$ cat src/rtl/seg_split_pkg.sv
package seg_split_pkg;

    typedef enum logic [2:0] {
        ST_IDLE  = 3'd0,
        ST_PLAN  = 3'd1,
        ST_MULT  = 3'd2,
        ST_CHUNK = 3'd3,
        ST_EMIT  = 3'd4
    } split_state_e;

endpackage

$ cat src/rtl/seg_split_div.sv
module seg_split_div #(
    parameter int W = 25
) (
    input  logic         clk_i,
    input  logic         rst_ni,
    input  logic         start_i,
    input  logic [W-1:0] dividend_i,
    input  logic [W-1:0] divisor_i,
    output logic         done_o,
    output logic [W-1:0] quot_o
);
    localparam int CW = $clog2(W + 1);

    typedef struct packed {
        logic [CW-1:0] cnt;
        logic [W-1:0]  rem;
        logic [W-1:0]  quo;
        logic [W-1:0]  dvs;
        logic          busy;
        logic          done;
    } div_t;

    div_t div_d, div_q;
    logic [W:0] trial;

    always_comb begin
        div_d      = div_q;
        div_d.done = 1'b0;
        trial      = {div_q.rem, div_q.quo[W-1]};
        if (start_i && !div_q.busy) begin
            div_d.quo  = dividend_i;
            div_d.rem  = '0;
            div_d.dvs  = divisor_i;
            div_d.cnt  = CW'(W);
            div_d.busy = 1'b1;
        end else if (div_q.busy) begin
            if (trial >= {1'b0, div_q.dvs}) begin
                div_d.rem = W'(trial - {1'b0, div_q.dvs});
                div_d.quo = {div_q.quo[W-2:0], 1'b1};
            end else begin
                div_d.rem = trial[W-1:0];
                div_d.quo = {div_q.quo[W-2:0], 1'b0};
            end
            div_d.cnt = div_q.cnt - 1'b1;
            if (div_q.cnt == CW'(1)) begin
                div_d.busy = 1'b0;
                div_d.done = 1'b1;
            end
        end
    end

    always_ff @(posedge clk_i or negedge rst_ni) begin
        if (!rst_ni) div_q <= '0;
        else         div_q <= div_d;
    end

    assign done_o = div_q.done;
    assign quot_o = div_q.quo;

    // restoring step keeps the partial remainder below the divisor
    a_r2_div_rem_bound: assert property (@(posedge clk_i) disable iff (!rst_ni)
        div_q.busy |-> (div_q.rem < div_q.dvs));

    // completion is a single-cycle pulse
    a_r2_div_done_pulse: assert property (@(posedge clk_i) disable iff (!rst_ni)
        div_q.done |=> !div_q.done);

endmodule

$ cat src/rtl/seg_split_out.sv
module seg_split_out #(
    parameter int ADDR_W = 32,
    parameter int CNT_W  = 13
) (
    input  logic              clk_i,
    input  logic              rst_ni,
    input  logic              load_i,
    input  logic [ADDR_W-1:0] addr_i,
    input  logic [CNT_W-1:0]  len_i,
    input  logic              last_i,
    output logic              can_load_o,
    output logic              valid_o,
    input  logic              ready_i,
    output logic [ADDR_W-1:0] addr_o,
    output logic [CNT_W-1:0]  len_o,
    output logic              last_o
);
    typedef struct packed {
        logic              valid;
        logic [ADDR_W-1:0] addr;
        logic [CNT_W-1:0]  len;
        logic              last;
    } rec_t;

    rec_t rec_d, rec_q;

    assign can_load_o = !rec_q.valid || ready_i;

    always_comb begin
        rec_d = rec_q;
        if (rec_q.valid && ready_i) rec_d.valid = 1'b0;
        if (load_i && can_load_o) begin
            rec_d.valid = 1'b1;
            rec_d.addr  = addr_i;
            rec_d.len   = len_i;
            rec_d.last  = last_i;
        end
    end

    always_ff @(posedge clk_i or negedge rst_ni) begin
        if (!rst_ni) rec_q <= '0;
        else         rec_q <= rec_d;
    end

    assign valid_o = rec_q.valid;
    assign addr_o  = rec_q.addr;
    assign len_o   = rec_q.len;
    assign last_o  = rec_q.last;

    a_r9_hold_stable: assert property (@(posedge clk_i) disable iff (!rst_ni)
        (valid_o && !ready_i) |=> (valid_o && $stable(addr_o) && $stable(len_o) && $stable(last_o)));

endmodule

$ cat src/rtl/seg_split.sv
module seg_split
    import seg_split_pkg::*;
#(
    parameter int ADDR_W  = 32,
    parameter int LEN_W   = 24,
    parameter int CNT_W   = 13,
    parameter int ALIGN_W = 2
) (
    input  logic              clk_i,
    input  logic              rst_ni,
    input  logic              seg_valid_i,
    output logic              seg_ready_o,
    input  logic [ADDR_W-1:0] seg_addr_i,
    input  logic [LEN_W-1:0]  seg_len_i,
    output logic              piece_valid_o,
    input  logic              piece_ready_i,
    output logic [ADDR_W-1:0] piece_addr_o,
    output logic [CNT_W-1:0]  piece_len_o,
    output logic              piece_last_o,
    output logic              reject_o
);
    localparam int MAX_LEN = (1 << CNT_W) - 1;
    localparam int STEP    = (MAX_LEN >> ALIGN_W) << ALIGN_W;
    localparam int DIV_W   = LEN_W + 1;

    typedef struct packed {
        split_state_e      st;
        logic [ADDR_W-1:0] addr;
        logic [LEN_W-1:0]  rem;
        logic [CNT_W-1:0]  chunk;
        logic              last;
        logic              rej;
    } core_t;

    core_t core_d, core_q;

    logic             div_start, div_done;
    logic [DIV_W-1:0] div_a, div_b, div_quot;
    logic             out_load, out_can_load;

    seg_split_div #(.W(DIV_W)) div_i (
        .clk_i      (clk_i),
        .rst_ni     (rst_ni),
        .start_i    (div_start),
        .dividend_i (div_a),
        .divisor_i  (div_b),
        .done_o     (div_done),
        .quot_o     (div_quot)
    );

    seg_split_out #(.ADDR_W(ADDR_W), .CNT_W(CNT_W)) out_i (
        .clk_i      (clk_i),
        .rst_ni     (rst_ni),
        .load_i     (out_load),
        .addr_i     (core_q.addr),
        .len_i      (core_q.chunk),
        .last_i     (core_q.last),
        .can_load_o (out_can_load),
        .valid_o    (piece_valid_o),
        .ready_i    (piece_ready_i),
        .addr_o     (piece_addr_o),
        .len_o      (piece_len_o),
        .last_o     (piece_last_o)
    );

    assign seg_ready_o = (core_q.st == ST_IDLE);
    assign reject_o    = core_q.rej;

    always_comb begin
        core_d     = core_q;
        core_d.rej = 1'b0;
        div_start  = 1'b0;
        div_a      = '0;
        div_b      = '0;
        out_load   = 1'b0;
        unique case (core_q.st)
            ST_IDLE: begin
                if (seg_valid_i) begin
                    if ((seg_addr_i[ALIGN_W-1:0] != '0) || (seg_len_i == '0)) begin
                        core_d.rej = 1'b1;
                    end else begin
                        core_d.addr = seg_addr_i;
                        core_d.rem  = seg_len_i;
                        core_d.st   = ST_PLAN;
                    end
                end
            end
            ST_PLAN: begin
                if (core_q.rem <= LEN_W'(MAX_LEN)) begin
                    core_d.chunk = core_q.rem[CNT_W-1:0];
                    core_d.last  = 1'b1;
                    core_d.st    = ST_EMIT;
                end else begin
                    div_start = 1'b1;
                    div_a     = {1'b0, core_q.rem} + DIV_W'(STEP - 1);
                    div_b     = DIV_W'(STEP);
                    core_d.st = ST_MULT;
                end
            end
            ST_MULT: begin
                if (div_done) begin
                    div_start = 1'b1;
                    div_a     = {1'b0, core_q.rem};
                    div_b     = div_quot;
                    core_d.st = ST_CHUNK;
                end
            end
            ST_CHUNK: begin
                if (div_done) begin
                    core_d.chunk = {div_quot[CNT_W-1:ALIGN_W], {ALIGN_W{1'b0}}};
                    core_d.last  = 1'b0;
                    core_d.st    = ST_EMIT;
                end
            end
            ST_EMIT: begin
                if (out_can_load) begin
                    out_load    = 1'b1;
                    core_d.addr = core_q.addr + ADDR_W'(core_q.chunk);
                    core_d.rem  = core_q.rem - LEN_W'(core_q.chunk);
                    core_d.st   = core_q.last ? ST_IDLE : ST_PLAN;
                end
            end
            default: core_d.st = ST_IDLE;
        endcase
    end

    always_ff @(posedge clk_i or negedge rst_ni) begin
        if (!rst_ni) core_q <= '0;
        else         core_q <= core_d;
    end

    a_r3_len_range: assert property (@(posedge clk_i) disable iff (!rst_ni)
        piece_valid_o |-> ((piece_len_o != '0) && (int'(piece_len_o) <= MAX_LEN)));

    a_r3_mid_aligned: assert property (@(posedge clk_i) disable iff (!rst_ni)
        (piece_valid_o && !piece_last_o) |-> (piece_len_o[ALIGN_W-1:0] == '0));

    // refused handshake gives a pulse and keeps the input ready
    a_r6_reject_pulse: assert property (@(posedge clk_i) disable iff (!rst_ni)
        (seg_valid_i && seg_ready_o &&
         ((seg_addr_i[ALIGN_W-1:0] != '0) || (seg_len_i == '0)))
        |=> (reject_o && seg_ready_o));

    a_r8_busy_after_accept: assert property (@(posedge clk_i) disable iff (!rst_ni)
        (seg_valid_i && seg_ready_o &&
         (seg_addr_i[ALIGN_W-1:0] == '0) && (seg_len_i != '0))
        |=> (!seg_ready_o && !reject_o));

endmodule

$ cat config.mk
export PLATFORM = sky130hd
export DESIGN_NAME = seg_split
export DESIGN_NICKNAME = d
export VERILOG_FILES = /design/src/rtl/seg_split_pkg.sv /design/src/rtl/seg_split_div.sv /design/src/rtl/seg_split_out.sv /design/src/rtl/seg_split.sv
export SDC_FILE = /design/constraint.sdc
export NUM_CORES = 1
export LEC_CHECK = 0
export BUFFER_PORTS_ARGS = -buffer_cell sky130_fd_sc_hd__buf_2
export CORE_ASPECT_RATIO = 0.8
export CORE_MARGIN = 4
export CORE_UTILIZATION = 40
export CTS_BUF_LIST = sky130_fd_sc_hd__clkbuf_2
export CTS_CLUSTER_DIAMETER = 200
export DETAILED_ROUTE_END_ITERATION = 8
export HOLD_SLACK_MARGIN = 0.15
export PLACE_DENSITY = 0.62
export SYNTH_ARGS = -nofsm -noshare
export SYNTH_HDL_FRONTEND = slang
export SYNTH_SLANG_ARGS = --single-unit
$ cat constraint.sdc
create_clock -name clk_i -period 7.45 [get_ports clk_i]
set_clock_uncertainty 0.05 [all_clocks]
set_input_delay 0.745 -clock clk_i [delete_from_list [all_inputs] [get_ports clk_i]]
set_output_delay 0.745 -clock clk_i [all_outputs]
set_load 0.02 [all_outputs]
==> results.txt, run 1 <==
Status: complete, no violations
Number of synthesized flops with an enable pin: 0
Setup bufs post-CTS: 0
Area of the multi-input gates: 6546 um^2
VDD IR max: 252.7 uV
# DRC: 0
Top delay family on crit path: simple AND/OR/NAND/NOR gates
GR Overflow Total: 0
Synth top area share: 0.4153
Ys Warns: 0
Final design utilization: 0.4687
Met3 wire length: 2133 um
Area leader, netlist: dfrtp_1
# fillers: 2958
Post-DRT Antenna Nets: 0
Die ar.: 33460 um^2
PD cells: 456.8 nW/um^2
RSZ-0062 raised after global routing: false
GRT Overall Usage: 0.2035
Synth unique cells: 82
Final hold vios: 0
Initial Util: 0.4118
Final wirelength: 34120 um
Crit path max-delay cell type: nor2_2
Critical path's most frequent cell: nor4_4
Max-slew violation count: 0
WP data required: 8.11 ns
WHS Path Cells: 4
Largest net degree at the start of global routing: 92
Relative slew slack: 0.2599
CP bufs+invs: 0
CTS tree: built
Final period util: 0.6039
R2R cell count: 9
Io pins: 109
Seq/Total Area, Yosys: 0.4153
TritonRoute pass-1 iters: 5
Clk Latency, worst-skew pair: 0.85 ns
Vias in the first global route: 10570
Port bufs: 108
Layout cells sized above 1: 0.1414
Type of origin of the critical path: flip-flop
Share of synthesized flip-flops with an asynchronous set or reset: 1.000
Met2 wire length: 14060 um
Clock sink total: 203
CTS Buffer Depth: 3
Worst EP arrival: 5.16 ns
Post-route setup slack: 2.951 ns
Post-synthesis net count: 1545
TritonCTS Buffers: 51
Setup TNS: 0 ns
Worst Max-Slew Pin Slew: 1.106 ns
Die width: 203.5 um
Routed WL per cell: 17.07 um
Global-route wire length before repair: 56140 um
Main flop type after synthesis: dfrtp_1
Endpoint type of the worst setup path: flip-flop
Routed via count: 11050
CTS Root Cell: clkbuf_2
Dpl ws: 3.008 ns
Initial antenna violation count: 3
Largest stage delay, worst path: 1.00 ns
Pleak: 6.394 nW
Synth top area cells: dfrtp_1 42%, nand2_1 7.5%, ha_1 5.5%, a21oi_1 5.2%, o21ai_0 4.8%
Register bit total from synthesis: 203
Initial DRC count: 877
Setup Crit Path Kind: reg -> reg
Htree depth: 2
Fin crit period: 4.499 ns
Area delta synth->final: 13.82%
Cell count after synthesis: 1428
Maxcap violations: 0
Post-Syn Area: 12230 um^2
Via-to-Cell Ratio: 5.529
Seq. cell area: 5081 um^2
Gpl congestion: 0.8776
Die height: 164.4 um
Core Box Area: 29710 um^2
HP Class: in -> reg
Worst path depth: 9
Setup violations, final: 0
Top layer in use: met4
Layout Nets: 1680
Cell Chain, Critical Path: nor4_4, nand2b_2, or3_4, nor4_4, or3_1, nand2_1, nor2_2, a21oi_1, o22a_1
M1 WL: 17290 um
Reg clk slew, reported paths: 0.12 ns
CP max FO: 29
Hpwl dp: 23410 um
Mapped Avg Cell Area: 8.567 um^2
Site row count: 56
Fmax: 222.3 MHz
## logic make-up after synthesis
kind of cell / after synthesis / synth area share
DFF: 203 / 0.4153
buffers and inverters: 148 / 0.05175
xor gates and xnor gates: 35 / 0.02506
adders and majority gates: 57 / 0.06014
and+or+nand+nor: 517 / 0.1962
muxes: 20 / 0.01657
AOI/OAI and AO/OA: 448 / 0.2350
## through the flow
stage / total power, mW / hold slack (ns) / instance area, um^2 / instances
2_1_floorplan: 4.727 / 0.3994 / 12230 / 1428
4_1_cts: 6.365 / 0.1645 / 13920 / 1997
3_5_place_dp: 5.564 / 0.4078 / 13000 / 1866
6_report: 6.360 / 0.2544 / 13920 / 1999
5_1_grt: 6.956 / 0.1814 / 13920 / 1999
3_3_place_gp: 5.483 / 0.4049 / 13000 / 1866
## synth_stat cells (all sizes together), types with 4 or more instances
master / n
a211oi: 15
a21o: 21
a21oi: 127
a221o: 4
a221oi: 10
a22o: 31
a22oi: 4
a2bb2oi: 6
a311oi: 6
a31oi: 14
and2: 6
and3: 12
and4: 4
buf: 31
clkbuf: 56
dfrtp: 203
ha: 54
inv: 61
mux2i: 18
nand2: 246
nand2b: 18
nand3: 22
nand4: 9
nor2: 97
nor2b: 11
nor3: 46
nor4: 15
o211ai: 10
o21a: 16
o21ai: 125
o221ai: 5
o22ai: 15
o31ai: 6
or3: 17
xnor2: 17
xor2: 18
## path summary, 6_finish.rpt
| kind | slack, ns | to | startpoint |
|---|---|---|---|
| max in group asynchronous | 5.49 | div_i.div_q[54] | rst_ni |
| min in group asynchronous | 0.47 | out_i.addr_o[30] | rst_ni |
| hold reg to reg | 0.43 | out_i.len_o[4] | out_i.len_o[4] |
| setup reg to reg | 2.95 | div_i.div_q[80] | core_q[29] |
| setup / recovery | 2.95 | div_i.div_q[80] | core_q[29] |
| hold / removal | 0.25 | core_q[55] | seg_addr_i[16] |
## metal layers
layer,vias up,GRT usage
met3,54,0.03691
met1,5260,0.3149
met4,0,0.05333
li1,5413,-
met5,-,0
met2,326,0.2929
## sequential cells by signal, summed over array words and instances, names as in the netlist
signal / flops
div_i.div_q: 56
out_i.valid_o: 1
div_i.done_o: 1
div_i.quot_o: 25
core_q: 73
reject_o: 1
out_i.len_o: 13
out_i.last_o: 1
out_i.addr_o: 32
## worst register-to-register path, stage by stage, from the launching register on
cell	delay [ns]
dfrtp_1	0.55
nor4_4	0.36
nand2b_2	0.12
or3_4	0.38
nor4_4	0.27
or3_1	0.76
nand2_1	0.58
nor2_2	1.00
a21oi_1	0.08
o22a_1	0.24
## power by group
part	switching, mW	total [mW]	leakage (nW)	internal, mW
clock network	0.474	0.751	0.327	0.277
logic	2.06	3.50	3.59	1.44
registers	0.513	2.11	2.47	1.59
total	3.05	6.36	6.39	3.31
## cell type report
type | count | share of cell area
inverter | 61 | 0.01644
multi-input combinational | 1077 | 0.4702
clock buffer | 67 | 0.02408
timing repair buffer | 169 | 0.08133
antenna | 2 | 0.0003595
tap | 406 | 0.03648
sequential | 203 | 0.3649
clock inverter | 14 | 0.006201
## cells in the final DEF (no fill, tap or decap), types with 21 or more instances in the layout
| cell | netlist | layout |
|---|---|---|
| nand2_1 | 245 | 243 |
| buf_2 | 14 | 107 |
| clkbuf_2 | 0 | 67 |
| a22o_1 | 31 | 31 |
| nor2_1 | 94 | 93 |
| dfrtp_1 | 203 | 202 |
| ha_1 | 54 | 54 |
| o21ai_0 | 117 | 116 |
| nand3_1 | 22 | 22 |
| dlygate4sd3_1 | 0 | 50 |
| nor3_1 | 43 | 43 |
| a21o_1 | 21 | 21 |
| inv_1 | 61 | 61 |
| a21oi_1 | 126 | 126 |
## what timing repair did
item,in CTS,in global routing
hold endpoints to repair,138,0
resized for setup,0,0
hold buffers,50,0
Power figures use the tool's default switching activity.
==> run 2, diff against run 1 <==
--- a/config.mk
+++ b/config.mk
@@ -5,6 +5,7 @@
 export SDC_FILE = /design/constraint.sdc
 export NUM_CORES = 1
 export LEC_CHECK = 0
+export ABC_AREA = 1
 export BUFFER_PORTS_ARGS = -buffer_cell sky130_fd_sc_hd__buf_2
 export CORE_ASPECT_RATIO = 0.8
 export CORE_MARGIN = 4
==> constraint.sdc (replaced) <==
create_clock -name clk_i -period 4.4 [get_ports clk_i]
set_clock_uncertainty 0.05 [all_clocks]
set_input_delay 0.44 -clock clk_i [delete_from_list [all_inputs] [get_ports clk_i]]
set_output_delay 0.44 -clock clk_i [all_outputs]
set_load 0.02 [all_outputs]
==> run 2 against run 1 <==
Compared with the run above: combinational power up 140%; global-route usage grew 4.1 points; total power increased by 110%; critical path depth is 1 higher; worst setup slack lost 1.7 ns; flip-flop and latch count unchanged.
==> results.txt, run 2 <==
Number of gates resized after cts: 0 (unchanged)
R2R Path Start: core_q[71]
Crit path max-delay cell type: buf_4
Initial Util: 0.4101 (-0.001682)
Worst Hold Path EP: core_q[73]
Routed via count: 15010 (+36%)
R2R cell count: 10 (+1)
Via-to-Cell Ratio: 5.187 (-6.2%)
CTS Root Cell: clkbuf_2
Final hold vios: 0 (unchanged)
Setup violations, final: 0 (unchanged)
Max-slew violation count: 0 (unchanged)
Die width: 220.3 um (+8.3%)
TritonCTS Buffers: 55 (+7.8%)
Synth unique cells: 46 (-44%)
Worst Max-Slew Pin Slew: 1.200 ns (+0.09412 ns)
Synth top area cells: dfrtp_1 35%, nand2_1 19%, inv_1 8.4%, nand3_1 6.1%, o21ai_0 5.2%
Layout cells sized above 1: 0.1086 (-0.03279)
Largest net degree at the start of global routing: 86 (-6.5%)
CTS Buffer Depth: 3 (unchanged)
Gpl congestion: 0.9772 (+11%)
Worst Hold Launch: piece_ready_i
Top reg by flops: core_q
Die height: 177.9 um (+8.2%)
Seq/Total Area, Yosys: 0.3521 (-0.06320)
VDD IR max: 277.6 uV (+9.9%)
CTS tree: built
WP data required: 5.28 ns (-2.83 ns)
Setup Crit Path Kind: reg -> reg
Clk Latency, worst-skew pair: 0.97 ns (+0.12 ns)
Status: complete, no violations
Die ar.: 39190 um^2 (+17%)
Final period util: 0.7159 (+0.1120)
GR Overflow Total: 0 (unchanged)
Largest stage delay, worst path: 0.70 ns (-0.30 ns)
CP max FO: 82 (+180%)
Htree depth: 2 (unchanged)
Setup TNS: 0 ns (unchanged)
TritonRoute pass-1 iters: 6 (+1)
Register bit total from synthesis: 203 (unchanged)
Post-DRT Antenna Nets: 0 (unchanged)
Relative slew slack: 0.1998 (-0.06002)
Share of synthesized flip-flops with an asynchronous set or reset: 1.000 (unchanged)
Endpoint type of the worst setup path: flip-flop
Fmax: 317.5 MHz (+43%)
Io pins: 109 (unchanged)
Area delta synth->final: 14.79%
Max FFs per register: 73 (unchanged)
Routed WL per cell: 16.52 um (-3.2%)
Reg clk slew, reported paths: 0.14 ns (+0.02 ns)
Commonest non-fill, non-tap cell in the layout: nand2_1
Mapped Avg Cell Area: 6.538 um^2 (-24%)
# DRC: 0 (unchanged)
RSZ-0062 raised after global routing: false
Post-Syn Area: 14430 um^2 (+18%)
Ys Warns: 0 (unchanged)
HP Class: in -> reg
Type of origin of the critical path: flip-flop
GRT Overall Usage: 0.2441 (+0.04060)
Main flop type after synthesis: dfrtp_1
Worst reg2reg endpoint: core_q[18]
Layout Nets: 2500 (+49%)
WHS Path Cells: 5 (+1)
Cell Chain, Critical Path: nor2_1, nand2_1, inv_2, buf_4, nand3_1, nand2_1, nand2_1, dlygate4sd3_1, o21ai_0, dlygate4sd3_1
Number of synthesized flops with an enable pin: 0 (unchanged)
Core Box Area: 35190 um^2 (+18%)
Critical path's most frequent cell: nand2_1
Initial DRC count: 1527 (+74%)
Flop2flop setup slack: 1.25 ns (-1.70 ns)
Vias in the first global route: 13960 (+32%)
Placed Instances: 2728 (+46%)
Synth top area share: 0.3521 (-0.06320)
Final wirelength: 47810 um (+40%)
Site row count: 61 (+8.9%)
Initial antenna violation count: 2 (-1)
Non-filler instance count after layout: 2894 (+45%)
Post-synthesis net count: 2324 (+50%)
Clock sink total: 203 (unchanged)
Hpwl dp: 35370 um (+51%)
Global-route wire length before repair: 75810 um (+35%)
Port bufs: 108 (unchanged)
Maxcap violations: 0 (unchanged)
Area leader, netlist: dfrtp_1
PD cells: 799.3 nW/um^2 (+75%)
Most instantiated cells after synthesis: 748 x nand2_1, 323 x inv_1, 203 x dfrtp_1, 183 x nor2_1, 176 x nand3_1
Most frequent cell after synthesis: nand2_1
Worst EP arrival: 4.03 ns (-1.13 ns)
Cell count after synthesis: 2207 (+55%)
Total power: 13.24 mW (+110%)
Fin crit period: 3.150 ns (-1.349 ns)
Pleak: 8.871 nW (+39%)
Commonest cells after routing, fill and taps aside: 746 x nand2_1, 323 x inv_1, 203 x dfrtp_1
-- run 2: routing by layer --
metal / routed length, um / global-route usage
met3: 3652 / 0.04639
met4: 868 / 0.05938
met2: 18200 / 0.3263
met1: 25080 / 0.3958
met5: 13 / 0
-- run 2: final cells by class --
cell class,instances,area (um^2)
multi-input cells,1598,7709
flip-flops and latches,203,5080
diodes,1,2.502
clock inverters,17,132.6
repair buffers,198,1430
well taps,472,590.6
clock buffers,78,390.4
fillers,3683,18620
inverters,327,1229
-- run 2: how the worst max path moves through the flow --
stage | from | to | slack, ns | depth (start not counted)
detailed placement | div_i.quot_o[24] | div_i.div_q[72] | 1.45 | 16
floorplan | div_i.quot_o[24] | div_i.div_q[63] | 2.14 | 15
global placement | seg_len_i[3] | core_q[35] | 1.43 | 11
CTS | core_q[71] | core_q[18] | 1.30 | 10
global route | core_q[71] | core_q[18] | 1.05 | 10
finish | core_q[71] | core_q[18] | 1.25 | 10
-- run 2: power by group --
group          internal [mW]  switching, mW
clock                  0.603          0.874
sequential              2.74          0.769
combinational           2.72           5.53
-- run 2: cells by family (layout without fill, tap and decap cells) --
logic type | Yosys count | after routing | share of synthesized area
flops | 203 | 203 | 0.3521
mux | 7 | 7 | 0.005463
fa+ha+maj | 57 | 57 | 0.05099
buf+inv | 406 | 620 | 0.1140
xor+xnor | 17 | 17 | 0.01032
other cells | 0 | 1 | 0
simple gates | 1231 | 1231 | 0.3582
compound gates | 286 | 286 | 0.1089
-- run 2: metrics by stage --
stage	setup slack, ns	hold WS, ns	cell area [um^2]	util
finish	1.250	0.2786	16560	0.4708
CTS	1.302	0.1613	16560	0.4707
global route	1.047	0.2027	16560	0.4708
floorplan	2.144	0.09441	14430	-
global placement	1.431	0.4113	15320	0.4354
detailed placement	1.445	0.4185	15320	0.4354
-- run 2: timing repair --
action,in CTS,in global routing
hold buffers,70,0
endpoints found under the hold margin,255,0
buffers inserted,0,0
-- run 2: worst max-delay path, delay by kind of cell (launching register included) --
family	cells	cell delay [ns]
buffers and inverters	4	1.93
AND/OR/NAND/NOR	5	0.64
flip-flops	1	0.42
AO/OA/AOI/OAI	1	0.07
==> run 3, diff against run 2 <==
==> constraint.sdc (replaced) <==
create_clock -name clk_i -period 3.2 [get_ports clk_i]
set_clock_uncertainty 0.05 [all_clocks]
set_input_delay 0.32 -clock clk_i [delete_from_list [all_inputs] [get_ports clk_i]]
set_output_delay 0.32 -clock clk_i [all_outputs]
set_load 0.02 [all_outputs]
==> run 3 against run 2 <==
Compared with the run above: critical path depth up 2; final cell count up 1.9%; flip-flop and latch count unchanged; worst setup slack worse by 1.1 ns; register-to-register slack worse by 1.1 ns; clock power up 38%; critical path type unchanged; count of clock-buffer cells in the layout up 4; largest cell class unchanged.
==> results.txt, run 3 (synthesis results as in run 2) <==
Worst Max-Slew Pin Slew: 0.9150 ns (-0.2852 ns)
Dpl ws: 0.5392 ns (-0.9061 ns)
CP max FO: 5 (-94%)
Die height: 177.9 um (unchanged)
Top reg by flops: core_q
Sw Share: 0.5361 (-0.005685)
RSZ-0062 raised after global routing: true
Final wirelength: 48600 um (+1.7%)
TritonCTS Buffers: 57 (+3.6%)
Die ar.: 39190 um^2 (unchanged)
Commonest cells after routing, fill and taps aside: 744 x nand2_1, 321 x inv_1, 203 x dfrtp_1
Clk Latency, worst-skew pair: 0.94 ns (-0.03 ns)
Hpwl dp: 35240 um (-0.39%)
Routed via count: 15300 (+1.9%)
Commonest non-fill, non-tap cell in the layout: nand2_1
Fmax: 326.4 MHz (+2.8%)
Type of origin of the critical path: flip-flop
PD cells: 1092 nW/um^2 (+37%)
Largest stage delay, worst path: 0.56 ns (-0.14 ns)
Post-DRT Antenna Nets: 0 (unchanged)
Area delta synth->final: 18.60%
Area of the multi-input gates: 7762 um^2 (+0.70%)
Combinational fraction of design power: 0.633 (+0.010)
TritonRoute pass-1 iters: 6 (unchanged)
Die width: 220.3 um (unchanged)
VDD IR max: 366.0 uV (+32%)
Layout Nets: 2548 (+1.9%)
Initial antenna violation count: 1 (-1)
Core Box Area: 35190 um^2 (unchanged)
Maxcap violations: 0 (unchanged)
Layout cells sized above 1: 0.1167 (+0.008041)
Clock sink total: 203 (unchanged)
Net Switching: 10.02 mW (+40%)
Endpoint type of the worst setup path: flip-flop
Status: complete, no violations
Pleak: 9.090 nW (+2.5%)
Gpl congestion: 0.9597 (-1.8%)
Sequential Power Share: 0.258 (-0.007)
GRT Overall Usage: 0.2480 (+0.003895)
Max-slew violation count: 0 (unchanged)
Htree depth: 2 (unchanged)
Initial DRC count: 1600 (+4.8%)
P_int: 8.672 mW (+43%)
Via-to-Cell Ratio: 5.187 (about the same)
Final hold vios: 0 (unchanged)
Max FFs per register: 73 (unchanged)
Final design utilization: 0.4864 (+0.01561)
Fin crit period: 3.064 ns (-0.08596 ns)
Final period util: 0.9575 (+0.2416)
Site row count: 61 (unchanged)
Setup violations, final: 0 (unchanged)
Relative slew slack: 0.3900 (+0.1902)
Io pins: 109 (unchanged)
Seq. cell area: 5080 um^2 (unchanged)
CTS tree: built
CTS Root Cell: clkbuf_2
Initial Util: 0.4101 (unchanged)
Top delay family on crit path: buffers and inverters
Global-route wire length before repair: 77490 um (+2.2%)
Worst EP arrival: 3.84 ns (-0.19 ns)
HP Class: in -> reg
Cell Chain, Critical Path: ha_1, nand2_2, inv_1, a21oi_1, nand2_2, or2_2, nand3_1, nand2_1, nand2_1, dlygate4sd3_1, o21ai_0, dlygate4sd3_1
Setup Crit Path Kind: reg -> reg
# fillers: 3651 (-0.87%)
GR Overflow Total: 0 (unchanged)
CTS Buffer Depth: 3 (unchanged)
# DRC: 0 (unchanged)
Reg clk slew, reported paths: 0.12 ns (-0.02 ns)
Setup TNS: 0 ns (unchanged)
Crit path max-delay cell type: dlygate4sd3_1
Clock network power share: 0.109 (-0.003)
Largest net degree at the start of global routing: 86 (unchanged)
CP bufs+invs: 3 (-1)
Vias in the first global route: 14300 (+2.4%)
WP data required: 3.98 ns (-1.30 ns)
Port bufs: 108 (unchanged)
Post-route setup slack: 0.1360 ns (-1.114 ns)
Routed WL per cell: 16.48 um (-0.28%)
Hold slack: 0.2838 ns (+0.005249 ns)
-- run 3: cell types whose count changed in the layout (fill, tap and decap cells not counted), moves of 4 or more --
cell	delta
dlygate4sd3_1	+34
clkbuf_2	+4
clkinv_1	+9
buf_4	+9
ha_1	-4
-- run 3: layout make-up --
cell class,count,share of cell area
repair buffers,244,0.1106
clock buffers,82,0.02398
flip-flops and latches,203,0.2968
well taps,472,0.03451
diodes,1,0.0001462
clock inverters,23,0.008554
multi-input cells,1598,0.4536
inverters,327,0.07180
-- run 3: what timing repair did --
| action | 4_1_cts | 5_1_grt |
|---|---|---|
| endpoints found under the setup margin | 0 | 10 |
| hold buffers | 104 | 0 |
| setup buffers | 0 | 2 |
| gates resized for setup | 0 | 15 |
| endpoints found under the hold margin | 263 | 0 |
-- run 3: final timing paths --
check / slack (ns) / endpoint / from / cells past startpoint
max: 0.14 / core_q[47] / core_q[45] / 12
min: 0.28 / core_q[68] / seg_addr_i[29] / 6
max reg2reg: 0.14 / core_q[47] / core_q[45] / 12
min reg2reg: 0.44 / out_i.len_o[7] / out_i.len_o[7] / 2
max in group asynchronous: 2.11 / core_q[55] / rst_ni / 4
min in group asynchronous: 0.52 / out_i.valid_o / rst_ni / 4
-- run 3: metal layers --
metal / track usage / wire length [um]
met3: 0.04827 / 4021
met4: 0.06644 / 1004
met1: 0.3953 / 24690
met2: 0.3360 / 18890
met5: 0 / 0
-- run 3: power by group through the flow --
| stage | registers [mW] | clock network, mW | logic (mW) |
|---|---|---|---|
| 6_report | 4.82 | 2.04 | 11.8 |
| 2_1_floorplan | 4.77 | 0 | 7.99 |
| 5_1_grt | 4.97 | 2.27 | 13.3 |
| 3_5_place_dp | 4.84 | 0 | 11.2 |
| 4_1_cts | 4.79 | 2.12 | 11.5 |
| 3_3_place_gp | 4.81 | 0 | 11.0 |
-- run 3: stage by stage --
stage / area, um^2 / std cells / power (mW)
finish: 17110 / 2950 / 18.69
global route: 17110 / 2950 / 20.56
CTS: 17040 / 2947 / 18.44
detailed placement: 15420 / 2738 / 15.99
global placement: 15420 / 2738 / 15.82
floorplan: 14430 / 2207 / 12.76
-- run 3: worst register-to-register path, delay by kind of cell (launching register included) --
kind	cells	cell delay, ns
adders and majority gates	1	0.36
AOI/OAI and AO/OA	2	0.24
and+or+nand+nor	6	0.72
buffers and inverters	3	1.16
DFF	1	0.44
